===== config.mk =====
export PLATFORM = sky130hd
export DESIGN_NAME = csm_top
export DESIGN_NICKNAME = d
export VERILOG_FILES = /design/src/rtl/csm_pkg.sv /design/src/rtl/csm_match.sv /design/src/rtl/csm_prio.sv /design/src/rtl/csm_spare.sv /design/src/rtl/csm_top.sv
export SDC_FILE = /design/constraint.sdc
export NUM_CORES = 1
export LEC_CHECK = 0
export BUFFER_PORTS_ARGS = -buffer_cell sky130_fd_sc_hd__buf_4
export CAP_MARGIN = 5
export CORE_AREA = 2 2 235 237
export DETAILED_ROUTE_END_ITERATION = 8
export DIE_AREA = 0 0 237 239
export HOLD_SLACK_MARGIN = 0.06
export SYNTH_ARGS = -nofsm -noshare
export SYNTH_HDL_FRONTEND = slang
export SYNTH_SLANG_ARGS = --single-unit

===== constraint.sdc =====
create_clock -name clk -period 3.4 [get_ports clk]
set_input_delay 0 -clock clk [delete_from_list [all_inputs] [get_ports clk]]
set_output_delay 0 -clock clk [all_outputs]
set_load 0.005 [all_outputs]

===== src/rtl/csm_pkg.sv =====
package csm_pkg;
    localparam int unsigned CSM_NUM_W = 4;

    typedef enum logic [2:0] {
        ST_IDLE,
        ST_HIT,
        ST_REMAP,
        ST_MISS,
        ST_NOSPARE
    } csm_state_t;
endpackage


===== src/rtl/csm_match.sv =====
module csm_match #(
    parameter int unsigned N  = 8,
    parameter int unsigned AW = 32
) (
    input  logic [AW-1:0]   addr,
    input  logic [N*AW-1:0] base,
    input  logic [N*AW-1:0] mask,
    input  logic [N-1:0]    en,
    output logic [N-1:0]    hit
);
    for (genvar g = 0; g < N; g++) begin : g_ent
        logic [AW-1:0] diff;
        assign diff   = (addr ^ base[g*AW +: AW]) & ~mask[g*AW +: AW];
        assign hit[g] = en[g] && (diff == '0);
    end
endmodule


===== src/rtl/csm_prio.sv =====
module csm_prio #(
    parameter int unsigned N  = 8,
    localparam int unsigned IW = (N > 1) ? $clog2(N) : 1
) (
    input  logic [N-1:0]  req,
    output logic          found,
    output logic [IW-1:0] idx
);
    always_comb begin
        idx = '0;
        for (int i = N - 1; i >= 0; i--) begin
            if (req[i]) idx = IW'(i);
        end
    end
    assign found = |req;
endmodule


===== src/rtl/csm_spare.sv =====
module csm_spare #(
    parameter int unsigned N  = 8,
    parameter int unsigned NW = 4
) (
    input  logic [N*NW-1:0] nums,
    input  logic [NW-1:0]   spare,
    output logic            present
);
    logic [N-1:0] eq;
    for (genvar g = 0; g < N; g++) begin : g_cmp
        assign eq[g] = (nums[g*NW +: NW] == spare);
    end
    assign present = (spare != {NW{1'b1}}) && (|eq);
endmodule


===== src/rtl/csm_top.sv =====
module csm_top
    import csm_pkg::*;
#(
    parameter int unsigned N  = 8,
    parameter int unsigned AW = 32,
    parameter int unsigned NW = CSM_NUM_W
) (
    input  logic            clk,
    input  logic            rst_n,
    input  logic            req_valid,
    input  logic [AW-1:0]   req_addr,
    input  logic [N*AW-1:0] cs_base,
    input  logic [N*AW-1:0] cs_mask,
    input  logic [N-1:0]    cs_en,
    input  logic [N*NW-1:0] cs_num,
    input  logic [NW-1:0]   bad_num,
    input  logic [NW-1:0]   spare_num,
    output logic            rsp_valid,
    output logic            rsp_hit,
    output logic [NW-1:0]   rsp_cs,
    output logic            rsp_redir,
    output logic            rsp_noaddr,
    output logic            rsp_nospare
);
    localparam int unsigned IW = (N > 1) ? $clog2(N) : 1;
    localparam logic [NW-1:0] INVAL = {NW{1'b1}};

    logic [N-1:0]  hit_vec;
    logic          any_hit;
    logic [IW-1:0] sel_idx;
    logic [NW-1:0] sel_num;
    logic          spare_ok;
    logic          need_redir;

    csm_state_t    state_q, state_d;
    logic [NW-1:0] cs_q, cs_d;

    csm_match #(.N(N), .AW(AW)) u_match (
        .addr (req_addr),
        .base (cs_base),
        .mask (cs_mask),
        .en   (cs_en),
        .hit  (hit_vec)
    );

    csm_prio #(.N(N)) u_prio (
        .req   (hit_vec),
        .found (any_hit),
        .idx   (sel_idx)
    );

    csm_spare #(.N(N), .NW(NW)) u_spare (
        .nums    (cs_num),
        .spare   (spare_num),
        .present (spare_ok)
    );

    assign sel_num    = cs_num[sel_idx*NW +: NW];
    assign need_redir = (sel_num == bad_num) &&
                        !((bad_num == INVAL) && (spare_num == INVAL));

    always_comb begin
        state_d = ST_IDLE;
        cs_d    = '0;
        if (req_valid) begin
            if (!any_hit) begin
                state_d = ST_MISS;
            end else if (need_redir) begin
                if (spare_ok) begin
                    state_d = ST_REMAP;
                    cs_d    = spare_num;
                end else begin
                    state_d = ST_NOSPARE;
                end
            end else begin
                state_d = ST_HIT;
                cs_d    = sel_num;
            end
        end
    end

    always_ff @(posedge clk) begin
        if (!rst_n) begin
            state_q <= ST_IDLE;
            cs_q    <= '0;
        end else begin
            state_q <= state_d;
            cs_q    <= cs_d;
        end
    end

    always_comb begin
        rsp_valid   = 1'b0;
        rsp_hit     = 1'b0;
        rsp_redir   = 1'b0;
        rsp_noaddr  = 1'b0;
        rsp_nospare = 1'b0;
        rsp_cs      = '0;
        unique case (state_q)
            ST_IDLE: ;
            ST_HIT: begin
                rsp_valid = 1'b1;
                rsp_hit   = 1'b1;
                rsp_cs    = cs_q;
            end
            ST_REMAP: begin
                rsp_valid = 1'b1;
                rsp_hit   = 1'b1;
                rsp_redir = 1'b1;
                rsp_cs    = cs_q;
            end
            ST_MISS: begin
                rsp_valid  = 1'b1;
                rsp_noaddr = 1'b1;
            end
            ST_NOSPARE: begin
                rsp_valid   = 1'b1;
                rsp_nospare = 1'b1;
            end
            default: ;
        endcase
    end
endmodule


Yosys cells after proc, flatten, opt, wreduce, memory -nomap -nowiden
Cells that the tools add are included.

storage, ports and cells
  bits in registers = 7
  bits in latches = 0
  bits in writable memories = 0
  ROM bits = 0
  input port bits = 595
  output and inout port bits = 9
  memories = 0

operators by class
  $add $sub $neg = 0
  multiply operators = 0
  divide/modulo/power cells = 0
  order comparisons = 0
  eq/ne operators = 16
  shift operators = 1
  muxes and demuxes = 19
  bitwise gates (word level) = 24
  reductions and logical operators = 27

operators with widths
  cell                                                 number
  AND 32 bit                                           8
  logical NOT 32 bit                                   8
  NOT 32 bit                                           8
  bitwise XOR 32 bit                                   8
  equality test 4 bit                                  9
  variable part select 32 x 6 -> 4 bit                 1
  two-way mux 3 bit                                    9
  OR reduction 8 bit                                   2
  two-way mux 4 bit                                    3
  logical AND 1 bit                                    11
  equality test 4 bit, second input constant           2
  equality test 3 x 2 -> 1 bit, second input constant  2
  two-way mux 1 bit                                    5
  two-way mux 2 bit                                    2
  inequality test 4 bit, second input constant         1
  AND reduction 4 bit                                  1
  OR reduction 4 bit                                   1
  equality test 3 x 1 -> 1 bit, second input constant  1
  equality test 3 bit, second input constant           1
  AND reduction 3 bit                                  1
  AND reduction 2 bit                                  1
  OR reduction 2 bit                                   1
  logical NOT 1 bit                                    1

Logic depth before layout (Yosys ltp)
  depth in word-level cells = 17
  mapped depth = 16
  depth with buffers taken out = 13

Cells and area by module
A second synthesis with hierarchy kept.

unflattened totals
  cell total of the unflattened synthesis = 639
  area, all modules = 4,892.2 um^2

by module, submodules not included
  module     times used  cells an instance  area an instance (um^2)  sequential area each (um^2)
  csm_match  1           501                3,702.3                  0.0
  csm_top    1           79                 715.7                    140.1
  csm_spare  1           46                 392.9                    0.0
  csm_prio   1           13                 81.3                     0.0

Least setup slack after synthesis
No wires, ideal clock.

  path kind = input -> register
  from = in req_addr[22]
  to = reg cs_q[3]
  setup time = 0.115 ns
  data arrival time = 2.898 ns
  setup slack = 0.387 ns
  stages = 15
  path through = buf_6 -> xnor2_1 -> o22ai_1 -> nor4_1 -> nand4_2 -> o211ai_1 -> o31ai_2 -> a211oi_1 -> o2bb2a_1 -> nand2_2 -> mux2_1 -> a211oi_2 -> buf_4 -> nor3_1 -> o21a_1

on the way
  longest elaborated chain between the ends = 16
  elaborated cells on any way between the ends = 46

RTL lines
  item                                  RTL line         RTL
  from (decl)                           csm_top.sv:11    input logic [AW-1:0] req_addr,
  bitwise XOR 32 bit                    csm_match.sv:13  assign diff = (addr ^ base[g*AW +: AW]) & ~mask[g*AW +: AW];
  AND 32 bit                            csm_match.sv:13
  logical NOT 32 bit                    csm_match.sv:14  assign hit[g] = en[g] && (diff == '0);
  logical AND 1 bit                     csm_match.sv:14
  two-way mux 3 bit (8 in a row)        csm_prio.sv:12   if (req[i]) idx = IW'(i);
  variable part select 32 x 6 -> 4 bit  csm_top.sv:58    assign sel_num = cs_num[sel_idx*NW +: NW];
  equality test 4 bit                   csm_top.sv:59    assign need_redir = (sel_num == bad_num) &&
  logical AND 1 bit                     csm_top.sv:59
  two-way mux 4 bit                     csm_top.sv:68    end else if (need_redir) begin
  to (signal assigned)                  csm_top.sv:88    cs_q <= cs_d;
  to (decl)                             csm_top.sv:36    logic [NW-1:0] cs_q, cs_d;

Parallel ways exist; a longest one is shown, timed or not.
A chain may end at the register's enable or synchronous reset.

Worst setup path in the final report
  from = in req_addr[28]
  to = reg cs_q[3]

Same word-level chain as after synthesis.

==> flow_summary.json <==
{
  "fillers": 5927,
  "rsz0062_at_grt": "true",
  "synth_edf_count": 0,
  "vias_per_cell": 4.525,
  "fin_nets": 2236,
  "cts_hold_buffers": 0,
  "fin_crit_sh": 1.007,
  "detailed_place_hpwl_mm": 62.16,
  "yosysMostFrequentCell": "xnor2_1",
  "clock.fmax_mhz": 292.1,
  "drc": 0,
  "worst-path-max-fanout": 6,
  "grt_pass1_vias": 11460,
  "multiInputGateArea_mm2": 0.006584,
  "cts_tree": "built",
  "final_cell_count_no_fill": 2356,
  "track_usage": 0.2337,
  "drv_slew": 0,
  "io_pins": 604,
  "syn_avg_cell_area_um2": 7.860,
  "synth_top_area_share": 0.3619,
  "worstSetupStartpointType": "input port",
  "synthArstFlopShare": 0,
  "hold_viol_final": 0,
  "fin_ws_ps": -23.98,
  "dr.pass1.iters": 5,
  "dp_slack_ps": -608.7,
  "finalCriticalPeriod_ps": 3424,
  "synth_seq_cells": 7,
  "yosysTopAreaCell": "xnor2_1",
  "yosys_warnings": 0,
  "core_mm2": 0.05434,
  "yosys-top-cells-count": "264 x xnor2_1, 210 x o22ai_1, 60 x nor4_1",
  "start_util": 0.1176,
  "max_stage_delay_ps": 360,
  "cp_cell_sequence": "buf_4 -> xnor2_1 -> buf_4 -> o22ai_1 -> nor4_1 -> and4_2 -> buf_12 -> a2bb2o_2 -> buf_4 -> a2111oi_1 -> mux2i_1 -> nand3_1 -> nor2_1 -> or3_4 -> a211oi_2 -> buf_2 -> and3_4 -> o21a_1",
  "synthTopCellsByArea": "xnor2_1 36%, o22ai_1 21%, nor4_1 5.9%",
  "ys.flop_type": "dfxtp_1",
  "routed_wl_mm": 69.73,
  "grt_max_degree": 11,
  "syn_area_mm2": 0.006390,
  "route.vias.total": 10660,
  "antenna_found_initial": 24,
  "violations": "setup timing",
  "synth_cell_type_count": 69,
  "cpMostUsedCell": "buf_4",
  "clock_path_buffers": 2,
  "die_h_um": 239,
  "grt_overflow": 0,
  "leakage_nw": 6.240,
  "die_area_mm2": 0.05664,
  "crit_arrival_ps": 3590,
  "clk_pin_slew_ps": 40,
  "root_buffer": "clkbuf_16",
  "hp-class": "in2reg",
  "ant_nets": 0,
  "layout.area.seq_um2": 140.1,
  "h-tree-depth": 1,
  "ys_seq_area_frac": 0.02193,
  "worst_pin_slew_ps": 719.6,
  "first_iter_violations": 719,
  "peakVddDrop_uv": 149.9,
  "worstPathRequired_ps": 3570,
  "p_per_area_mw_per_mm2": 175.9,
  "rows": 86,
  "end_kind": "register",
  "gp_congestion": 0.9626,
  "port_buffers": 603,
  "max_slew_margin": 0.5152,
  "synth_fp_nets": 1408,
  "syn_to_final_growth_pct": 128.9,
  "clock-sinks": 7,
  "max-cap-violations": 0,
  "power_mw": 2.573,
  "die_w_um": 237,
  "wl_per_cell_um": 29.60,
  "outcome": "finished with violations",
  "grt_pass1_wl_mm": 90.80,
  "syn_inst": 813,
  "critical_path_class": "in2reg",
  "dpl.cell_count": 2326,
  "setup_viol_count_final": 3,
  "numCtsBuffers": 3,
  "cpMaxStageDelayCell": "or3_4",
  "layout-drive-gt1-share": 0.6079
}
[path summary, 6_finish.rpt]
kind         start    endpoint  slack [ps]  cells past startpoint
max   req_addr[28]     cs_q[3]         -20                     18
min      req_valid  state_q[1]         180                      3
[metrics by stage]
| step | util | instance area [um2] | hold WS (ps) | setup TNS (ps) |
|---|---|---|---|---|
| 3_3_place_gp | 0.2493 | 13540 | 436.5 | -4500 |
| 5_1_grt | 0.2690 | 14620 | 212.8 | -584.5 |
| 3_5_place_dp | 0.2493 | 13540 | 431.3 | -3882 |
| 6_report | 0.2692 | 14630 | 179.1 | -28.75 |
| 4_1_cts | 0.2580 | 14020 | 193.9 | 0 |
| 2_1_floorplan | - | 6390 | 161.8 | 0 |
[layout make-up]
class / instances / share of cell area
Antenna cell: 12 / 0.002053
Clock buffer: 4 / 0.005389
Multi-Input combinational cell: 768 / 0.4501
Sequential cell: 7 / 0.009580
Tap cell: 704 / 0.06022
Timing Repair Buffer: 861 / 0.4727
[cells in the final DEF (no fill, tap or decap), types with 8 or more instances in the layout]
cell type	instances
nor4_1	48
diode_2	12
buf_4	809
o22ai_2	9
xnor2_4	15
nand3_1	11
o22ai_1	202
nand4_1	11
nor2_1	42
o21ai_0	19
buf_6	16
xnor2_1	225
xnor2_2	42
nor4_2	16
xor2_1	8
buf_8	9
o22a_1	8
buf_12	26
[cell families after synthesis]
logic type,count (synthesis),synth area share
muxes,15,0.02624
buffers and inverters,38,0.06031
DFF,7,0.02193
and+or+nand+nor,176,0.1651
xor gates and xnor gates,290,0.4186
AOI/OAI and AO/OA,287,0.3078
[layer usage]
metal  up-vias  global-route usage  wire (um)
met2       626              0.4000      32600
met3       142             0.08002       6704
met5         -                   0        117
met1      5008              0.2632      26790
li1       4864                   -          -
met4        20              0.1016       3527
[power by group]
part / internal, mW / switching [mW]
combinational: 1.25 / 1.04
clock: 0.156 / 0.0425
sequential: 0.0839 / 0.00198
total: 1.49 / 1.08
[what timing repair did]
| action | CTS | global route |
|---|---|---|
| endpoints found under the hold margin | 0 | 0 |
| pin swaps | 14 | 29 |
| gates cloned | 1 | 0 |
| setup buffers | 4 | 10 |
| endpoints found under the setup margin | 7 | 7 |
| resized for setup | 61 | 78 |
[registers in the layout, summed over array words and instances, names as in the netlist]
name / count
state_q: 3
cs_q: 4
[worst max-delay path, delay by kind of cell]
kind                      cells  cell delay [ps]
muxes                         1              160
and+or+nand+nor               6             1090
buffers and inverters         5              930
xor gates and xnor gates      1              130
AOI/OAI and AO/OA             5             1240
No activity file was read; power rests on OpenSTA's default activity.
